--- src/rtl/irq_res_pkg.sv ---
package irq_res_pkg;

  // Option flags gathered for the resolver and service logic.
  typedef struct packed {
    logic spec_mask;
    logic nested;
    logic auto_eoi;
    logic rot_auto;
  } irq_mode_t;

endpackage

--- src/rtl/irq_capture.sv ---
module irq_capture #(
  parameter int N_LINES = 8
) (
  input  logic               clk,
  input  logic               rst,
  input  logic [N_LINES-1:0] req_in,
  input  logic [N_LINES-1:0] trig_level,
  input  logic [N_LINES-1:0] clr_bits,
  output logic [N_LINES-1:0] req_q
);

  logic [N_LINES-1:0] prev_q;
  logic [N_LINES-1:0] rise;
  logic [N_LINES-1:0] req_next;

  assign rise = req_in & ~prev_q;

  for (genvar i = 0; i < N_LINES; i++) begin : g_line
    always_comb begin
      if (trig_level[i]) begin
        req_next[i] = req_in[i];
      end else begin
        // a fresh edge wins over an acknowledge clear in the same cycle
        req_next[i] = (req_q[i] & ~clr_bits[i]) | rise[i];
      end
    end
  end

  always_ff @(posedge clk) begin
    if (rst) begin
      req_q  <= '0;
      prev_q <= '0;
    end else begin
      req_q  <= req_next;
      prev_q <= req_in;
    end
  end

endmodule

--- src/rtl/irq_scan.sv ---
module irq_scan #(
  parameter int N_LINES   = 8,
  parameter bit IS_MASTER = 1'b1,
  parameter int CASC_LINE = 2,
  localparam int IW = $clog2(N_LINES),
  localparam int RW = IW + 1
) (
  input  logic [N_LINES-1:0] req_q,
  input  logic [N_LINES-1:0] mask_q,
  input  logic [N_LINES-1:0] serv_q,
  input  logic [IW-1:0]      rot_q,
  input  irq_res_pkg::irq_mode_t mode,
  output logic               win_valid,
  output logic [IW-1:0]      win_line,
  output logic [RW-1:0]      pend_rank,
  output logic [RW-1:0]      serv_rank
);

  // best rank of a set under the rotation; N_LINES means empty
  function automatic logic [RW-1:0] rank_of(input logic [N_LINES-1:0] set,
                                            input logic [IW-1:0] off);
    logic [RW-1:0] r;
    r = RW'(N_LINES);
    for (int k = N_LINES - 1; k >= 0; k--) begin
      if (set[(k + int'(off)) % N_LINES]) r = RW'(k);
    end
    return r;
  endfunction

  function automatic logic [IW-1:0] line_of(input logic [RW-1:0] rank,
                                            input logic [IW-1:0] off);
    return IW'((int'(rank) + int'(off)) % N_LINES);
  endfunction

  logic [N_LINES-1:0] pend_set;
  logic [N_LINES-1:0] serv_vis;
  logic [N_LINES-1:0] casc_hide;

  if (IS_MASTER) begin : g_master
    assign casc_hide = N_LINES'(1) << CASC_LINE;
  end else begin : g_slave
    assign casc_hide = '0;
  end

  assign pend_set = req_q & ~mask_q;

  always_comb begin
    serv_vis = serv_q;
    if (mode.spec_mask) serv_vis = serv_vis & ~mask_q;
    if (mode.nested)    serv_vis = serv_vis & ~casc_hide;
  end

  assign pend_rank = rank_of(pend_set, rot_q);
  assign serv_rank = rank_of(serv_vis, rot_q);
  assign win_valid = pend_rank < serv_rank;
  assign win_line  = line_of(pend_rank, rot_q);

endmodule

--- src/rtl/irq_service.sv ---
module irq_service #(
  parameter int N_LINES = 8,
  localparam int IW = $clog2(N_LINES)
) (
  input  logic               clk,
  input  logic               rst,
  input  logic               ack_fire,
  input  logic [IW-1:0]      ack_line,
  input  irq_res_pkg::irq_mode_t mode,
  input  logic               eoi_valid,
  input  logic [IW-1:0]      eoi_line,
  input  logic               rot_we,
  input  logic [IW-1:0]      rot_wdata,
  output logic [N_LINES-1:0] serv_q,
  output logic [IW-1:0]      rot_q
);

  function automatic logic [IW-1:0] after_line(input logic [IW-1:0] l);
    return IW'((int'(l) + 1) % N_LINES);
  endfunction

  logic [N_LINES-1:0] set_bits;
  logic [N_LINES-1:0] clr_bits;

  assign set_bits = (ack_fire && !mode.auto_eoi) ? (N_LINES'(1) << ack_line) : '0;
  assign clr_bits = eoi_valid ? (N_LINES'(1) << eoi_line) : '0;

  always_ff @(posedge clk) begin
    if (rst) begin
      serv_q <= '0;
      rot_q  <= '0;
    end else begin
      serv_q <= (serv_q & ~clr_bits) | set_bits;
      if (rot_we) begin
        rot_q <= rot_wdata;
      end else if (ack_fire && mode.auto_eoi && mode.rot_auto) begin
        rot_q <= after_line(ack_line);
      end
    end
  end

endmodule

--- src/rtl/irq_resolver.sv ---
module irq_resolver #(
  parameter int N_LINES   = 8,
  parameter bit IS_MASTER = 1'b1,
  parameter int CASC_LINE = 2,
  localparam int IW = $clog2(N_LINES),
  localparam int RW = IW + 1
) (
  input  logic               clk,
  input  logic               rst,
  input  logic [N_LINES-1:0] req_in,
  input  logic [N_LINES-1:0] trig_level,
  input  logic               mask_we,
  input  logic [N_LINES-1:0] mask_wdata,
  input  logic               rot_we,
  input  logic [IW-1:0]      rot_wdata,
  input  logic               spec_mask,
  input  logic               nested,
  input  logic               auto_eoi,
  input  logic               rot_auto,
  input  logic               ack,
  input  logic               eoi_valid,
  input  logic [IW-1:0]      eoi_line,
  output logic               irq_valid,
  output logic [IW-1:0]      irq_line,
  output logic [N_LINES-1:0] req_state,
  output logic [N_LINES-1:0] mask_state,
  output logic [N_LINES-1:0] serv_state,
  output logic [IW-1:0]      rot_state
);

  irq_res_pkg::irq_mode_t mode;
  logic               ack_fire;
  logic [N_LINES-1:0] req_clr;
  logic [N_LINES-1:0] mask_q;
  logic [RW-1:0]      pend_rank;
  logic [RW-1:0]      serv_rank;

  assign mode = '{spec_mask: spec_mask, nested: nested,
                  auto_eoi: auto_eoi, rot_auto: rot_auto};

  // acknowledge accepted only when a winner exists
  assign ack_fire = ack & irq_valid;
  assign req_clr  = ack_fire ? ((N_LINES'(1) << irq_line) & ~trig_level) : '0;

  always_ff @(posedge clk) begin
    if (rst)          mask_q <= '0;
    else if (mask_we) mask_q <= mask_wdata;
  end

  irq_capture #(.N_LINES(N_LINES)) u_cap (
    .clk(clk), .rst(rst), .req_in(req_in), .trig_level(trig_level),
    .clr_bits(req_clr), .req_q(req_state)
  );

  irq_scan #(.N_LINES(N_LINES), .IS_MASTER(IS_MASTER), .CASC_LINE(CASC_LINE)) u_scan (
    .req_q(req_state), .mask_q(mask_q), .serv_q(serv_state), .rot_q(rot_state),
    .mode(mode), .win_valid(irq_valid), .win_line(irq_line),
    .pend_rank(pend_rank), .serv_rank(serv_rank)
  );

  irq_service #(.N_LINES(N_LINES)) u_svc (
    .clk(clk), .rst(rst), .ack_fire(ack_fire), .ack_line(irq_line), .mode(mode),
    .eoi_valid(eoi_valid), .eoi_line(eoi_line), .rot_we(rot_we),
    .rot_wdata(rot_wdata), .serv_q(serv_state), .rot_q(rot_state)
  );

  assign mask_state = mask_q;

endmodule

--- config.mk ---
export PLATFORM = sky130hd
export DESIGN_NAME = irq_resolver
export DESIGN_NICKNAME = d
export VERILOG_FILES = /design/src/rtl/irq_res_pkg.sv /design/src/rtl/irq_capture.sv /design/src/rtl/irq_scan.sv /design/src/rtl/irq_service.sv /design/src/rtl/irq_resolver.sv
export SDC_FILE = /design/constraint.sdc
export NUM_CORES = 1
export LEC_CHECK = 0
export ABC_AREA = 1
export BUFFER_PORTS_ARGS = -buffer_cell sky130_fd_sc_hd__buf_2
export CAP_MARGIN = 30
export CELL_PAD_IN_SITES_DETAIL_PLACEMENT = 0
export CELL_PAD_IN_SITES_GLOBAL_PLACEMENT = 1
export CORE_MARGIN = 4
export CORE_UTILIZATION = 33
export DETAILED_ROUTE_END_ITERATION = 8
export PLACE_DENSITY = 0.73
export SYNTH_ARGS = -nofsm -noshare
export SYNTH_HDL_FRONTEND = slang
export SYNTH_SLANG_ARGS = --single-unit
--- constraint.sdc ---
create_clock -name clk -period 4 [get_ports clk]
set_clock_uncertainty 0.1 [all_clocks]
set_input_delay 0.8 -clock clk [delete_from_list [all_inputs] [get_ports clk]]
set_output_delay 0.8 -clock clk [all_outputs]
set_load 0.03 [all_outputs]
-- Yosys cells after proc, flatten, opt, wreduce, memory -nomap -nowiden
Cells that the tools add are included.
- word-level logic and storage cells: 156
- output and inout bits: 31
- memories kept: 0
- input port bits: 40
- ROM bits: 0
- flip-flop bits (word level): 35
- bits in latches: 0
- bits in writable memories: 0
- shift operators: 2
- muxes and demuxes: 77
- reduce and logical (&&, ||, !) cells: 12
- divide/modulo/power cells: 0
- order comparisons: 9
- multipliers: 0
- bitwise logic cells: 42
- add/subtract/negate cells: 9
- equality and inequality tests: 0
- operators with widths (cell ; count):
    4-bit 2-to-1 mux ; 16
    1-bit binary-select mux with 3-bit select ; 16
    8-bit AND ; 5
    1-bit 2-to-1 mux ; 38
    4-bit by 5-bit less-than comparator with 1-bit output (second input constant) ; 7
    8-bit 2-to-1 mux ; 4
    8-bit inverter ; 4
    3-bit OR reduction ; 7
    1-bit by 3-bit << shifter with 8-bit output (first input constant) ; 2
    3-bit adder (first input constant) ; 4
    1-bit AND ; 9
    3-bit 2-to-1 mux ; 3
    1-bit inverter ; 8
    1-bit OR ; 8
    8-bit OR ; 1
    1-bit AND (first input constant) ; 7
    2-bit by 3-bit adder with 3-bit output (first input constant) ; 2
    3-bit by 4-bit less-than comparator with 1-bit output (second input constant) ; 1
    4-bit less-than comparator ; 1
    1-bit by 3-bit adder with 3-bit output (first input constant) ; 1
    3-bit by 1-bit adder with 3-bit output (second input constant) ; 1
    3-bit adder ; 1
    1-bit logical AND ; 3
    2-bit nonzero test ; 1
    1-bit logical NOT ; 1

-- Logic depth before layout (Yosys ltp)
- depth after elaboration: 22
- gate-level depth with buffers: 28

-- Cells and area by module
A second synthesis with hierarchy kept.
- cells, all modules: 471
- area total of the unflattened synthesis: 2851.5 sq um
- by module, submodules not included (module ; cells an instance ; area each (sq um) ; times used):
    irq_scan ; 217 ; 1169.9 ; 1
    irq_capture ; 98 ; 661.9 ; 1
    irq_service ; 89 ; 618.1 ; 1
    irq_resolver ; 67 ; 401.6 ; 1

-- Worst setup path before layout
OpenSTA, ideal clock, no wires.
- kind: register to output
- start point: register u_svc.rot_q[0]
- end point: output port irq_valid
- cell stages (with the launch flop): 17
- data arrival time: 3.501 ns
- data required time: 3.100 ns
- setup slack: -0.401 ns
- cells stage by stage: dfxtp_1 -> buf_6 -> inv_4 -> buf_6 -> ha_1 -> buf_4 -> inv_2 -> nand3_1 -> nand2_1 -> nor2_1 -> a31oi_1 -> nand2_1 -> nor3_1 -> nand4_1 -> ha_1 -> a21oi_1 -> a21boi_0
- longest elaborated chain between the ends: 13
- RTL lines (item ; line ; source):
    start, declared ; irq_service.sv:15 ; output logic [IW-1:0] rot_q
    start signal, assigned ; irq_service.sv:35 ; rot_q <= rot_wdata;
    start signal, assigned ; irq_service.sv:37 ; rot_q <= after_line(ack_line);
    3-bit adder ; irq_scan.sv:25 ; if (set[(k + int'(off)) % N_LINES]) r = RW'(k);
    1-bit binary-select mux with 3-bit select ; irq_scan.sv:25 ;
    1-bit 2-to-1 mux (implied by the code) (2 in a row) ; irq_scan.sv:25 ;
    4-bit 2-to-1 mux (8 in a row) ; irq_scan.sv:25 ;
    4-bit less-than comparator (*) ; irq_scan.sv:55 ; assign win_valid = pend_rank < serv_rank;
    end, declared ; irq_resolver.sv:23 ; output logic irq_valid,
Every way passes the cells marked *; elsewhere a longest branch is shown, timed or not. The select of a mux whose other input is x is not followed.

-- Final worst setup path
- start point: register u_svc.rot_q[1]
- end point: output port irq_line[2]
- longest elaborated chain between the ends: 13
- RTL lines (item ; line ; source):
    3-bit adder ; irq_scan.sv:25 ;
    1-bit binary-select mux with 3-bit select ; irq_scan.sv:25 ;
    1-bit 2-to-1 mux (implied by the code) (2 in a row) ; irq_scan.sv:25 ;
    4-bit 2-to-1 mux (8 in a row) ; irq_scan.sv:25 ;
    3-bit adder (*) ; irq_scan.sv:32 ; return IW'((int'(rank) + int'(off)) % N_LINES);
    end, declared ; irq_resolver.sv:24 ; output logic [IW-1:0] irq_line,
Marked as above.

==> flow_summary.toml <==
[worst_hold_path]
hold_class = "reg -> reg"
min_to = "u_cap.req_q[7]$_SDFF_PP0_"
min-delay-start = "u_cap.prev_q[7]$_SDFF_PP0_"
hold_depth = 3

[yosys]
synth_area_per_cell_sq_um = 6.29
synth_edf_count = 0
seq_area_frac_synth_pct = 26.4
synth_area_sq_mm = 0.00266
yosysWarnings = 0
synth_top_area_share_pct = 26.4
yosys.area.top_type = "dfxtp_1"
synth.ff_latch_count = 35
syn_inst = 422
syn-num-nets = 475
async_flop_share_pct = 0
synth_area_leaders = "dfxtp_1, nand2_1, nand3_1"
ys.flop_type = "dfxtp_1"
synth_cell_types = 40

[grt]
grt_max_degree = 24
grt_pass1_vias = 2782
grt_usage_pct = 17.7
grt_pass1_wl_um = 13700
antenna_found_initial = 0
overflow = 0

[sta]
fmax_mhz = 259
setup_viol = 0
period_share_pct = 96.6
worst_pin_slew_ns = 0.439
slew_violations = 0
relSlewSlack_pct = 70.7
final-hold-violation-count = 0
fin_crit_ns = 3.86

[route]
firstDrtPassIters = 5
vias = 2888
remaining_drc_errors = 0
routedWlPerCell_um = 13.6
wirelength_um = 8300
post_drt_via_cell_ratio = 4.74
postRouteAntennaNets = 0
drt_iter0_drc = 142

[place]
placed_cell_area_sq_mm = 0.00315
hpwl_um = 6850
placed_cells = 593
gp_congestion = 0.880
portBuffers = 70

[cells_and_area]
regArea_sq_um = 709
syn2layout_area_growth_pct = 30.0
drive_above_1_share_pct = 29.4
antennaDiodeCount = 0
fill_cells = 866
final_cell_count_no_fill = 609
final_nets = 559
final_area_sq_mm = 0.00345
multi_input_area_sq_mm = 0.00177

[die]
core_sq_mm = 0.00777
rows = 32
io_pins = 71
die-area_sq_mm = 0.00954
floorplan.initialDensity_pct = 34.2
dieWidth_um = 97.7
fp.dieH_um = 97.7

[clocking]
cts_buffers = 5
clk_latency_ns = 0.29
htreeDepth = 2
cts_buffer_depth = 2
cts.sinks = 35
cts_root_buffer = "clkbuf_8"
cts_tree = "built"
clk_pin_slew_ns = 0.07

[critical_path]
crit_buf_inv = 6
r2r_slack_ns = 0.48
critPathSlowestCell = "fa_2"
crit_family = "adder cells"
path_class = "reg -> out"
slowest_delay_ns = 0.41
critPathLaunchType = "flop"
crit_top_cell = "nand2_1"
endpoint_kind = "output pin"
rr_worst_depth = 25
cp.required_ns = 3.10
r2r_start = "u_svc.rot_q[1]$_SDFFE_PP0P_"
crit_fanout = 9
path_cells = "buf_6, ha_2, xnor2_2, inv_2, nand2_1, nand2_2, nand2_1, nand2_1, nand2_1, nand2_1, nand2_1, nand2_2, inv_2, ha_4, inv_2, fa_2, xor2_4, xor2_4, inv_2, buf_6"
timing.rr.end = "u_svc.rot_q[2]$_SDFFE_PP0P_"
worstPathArrival_ns = 2.96

[status]
status = "complete, no violations"

[run]
cap_violations = 0
==> flip-flops by register name, summed over array words and instances, names as in the netlist <==
signal / count
u_cap.req_q: 8
mask_state: 8
u_cap.prev_q: 8
u_svc.serv_q: 8
u_svc.rot_q: 3
==> how the worst max path moves through the flow <==
stage                             end                         from  cells after the start
after global placement      irq_valid                    spec_mask                     14
after CTS                 irq_line[2]  u_svc.rot_q[1]$_SDFFE_PP0P_                     20
after global routing      irq_line[2]  u_svc.rot_q[0]$_SDFFE_PP0P_                     21
after floorplan           irq_line[2]  u_svc.rot_q[1]$_SDFFE_PP0P_                     22
final                     irq_line[2]  u_svc.rot_q[1]$_SDFFE_PP0P_                     20
after detailed placement    irq_valid                    spec_mask                     14
==> placed cells by master, fill, tap and decap left out, types with 2 or more instances in the layout <==
cell	count
a21oi_1	13
a21oi_2	4
a31oi_1	5
buf_2	67
buf_4	14
buf_6	4
buf_8	2
clkbuf_1	2
clkbuf_8	5
dfxtp_1	32
dfxtp_4	2
ha_1	9
ha_4	2
inv_1	51
inv_2	9
nand2_1	124
nand2_2	4
nand3_1	52
nand3_2	15
nand4_1	3
nor2_1	31
nor2_2	3
nor2_4	2
nor3b_1	6
o21ai_0	19
o21ai_1	4
xnor2_2	2
xor2_4	2
==> per-stage QoR <==
step | hold slack, ns | setup slack (ns) | util [%] | TNS (ns)
after floorplan | 0.345 | 0.0792 | - | 0
after global placement | 0.359 | 0.122 | 40.6 | 0
after CTS | 0.386 | 0.0253 | 41.9 | 0
final | 0.378 | 0.137 | 44.4 | 0
after global routing | 0.415 | -0.0206 | 44.4 | -0.0352
after detailed placement | 0.365 | 0.0960 | 40.6 | 0
==> timing repair <==
item | CTS | global route
setup endpoints to repair | 1 | 3
hold buffers | 0 | 0
hold endpoints to repair | 0 | 0
pin swaps | 2 | 9
gates resized for setup | 4 | 39
setup buffers | 0 | 8
==> cell families after synthesis <==
kind of cell,share of synthesized area (%)
buf+inv,11.5
simple gates,41.8
mux,0.377
xor+xnor,2.92
flops,26.4
compound gates,10.6
fa+ha+maj,6.41
==> worst min-delay path, delay by kind of cell (launching register included) <==
kind               cells  cell delay, ns
DFF                    1            0.30
and+or+nand+nor        2            0.09
AOI/OAI and AO/OA      1            0.05
==> cell type report <==
type / instances / area share, %
multi-input combinational: 314 / 51.3
sequential: 35 / 20.6
timing repair buffer: 88 / 15.2
inverter: 62 / 6.96
tap: 102 / 3.70
clock buffer: 7 / 2.21
clock inverter: 1 / 0.145
==> per-layer routing <==
metal	part of all wire (%)	up-vias	GRT usage [%]	wire length, um
li1	-	1520	-	-
met1	47	1272	23.9	3900
met2	45	85	28.8	3700
met3	6.9	11	3.45	574
met4	1.6	0	4.90	133
met5	0	-	0	0
==> cell usage after synthesis, drive strengths merged (2+ instances only) <==
library cell	n
inv	62
ha	12
o21ai	23
xor2	3
a31oi	5
dfxtp	35
xnor2	2
nor2	36
nor3	2
nand4	3
a21oi	17
clkbuf	3
buf	8
nor3b	6
nand3	68
nand2	128
Power is left out: the tool's default activity adds up to more than one toggle a clock period on the data nets, which glitch-free logic cannot reach.
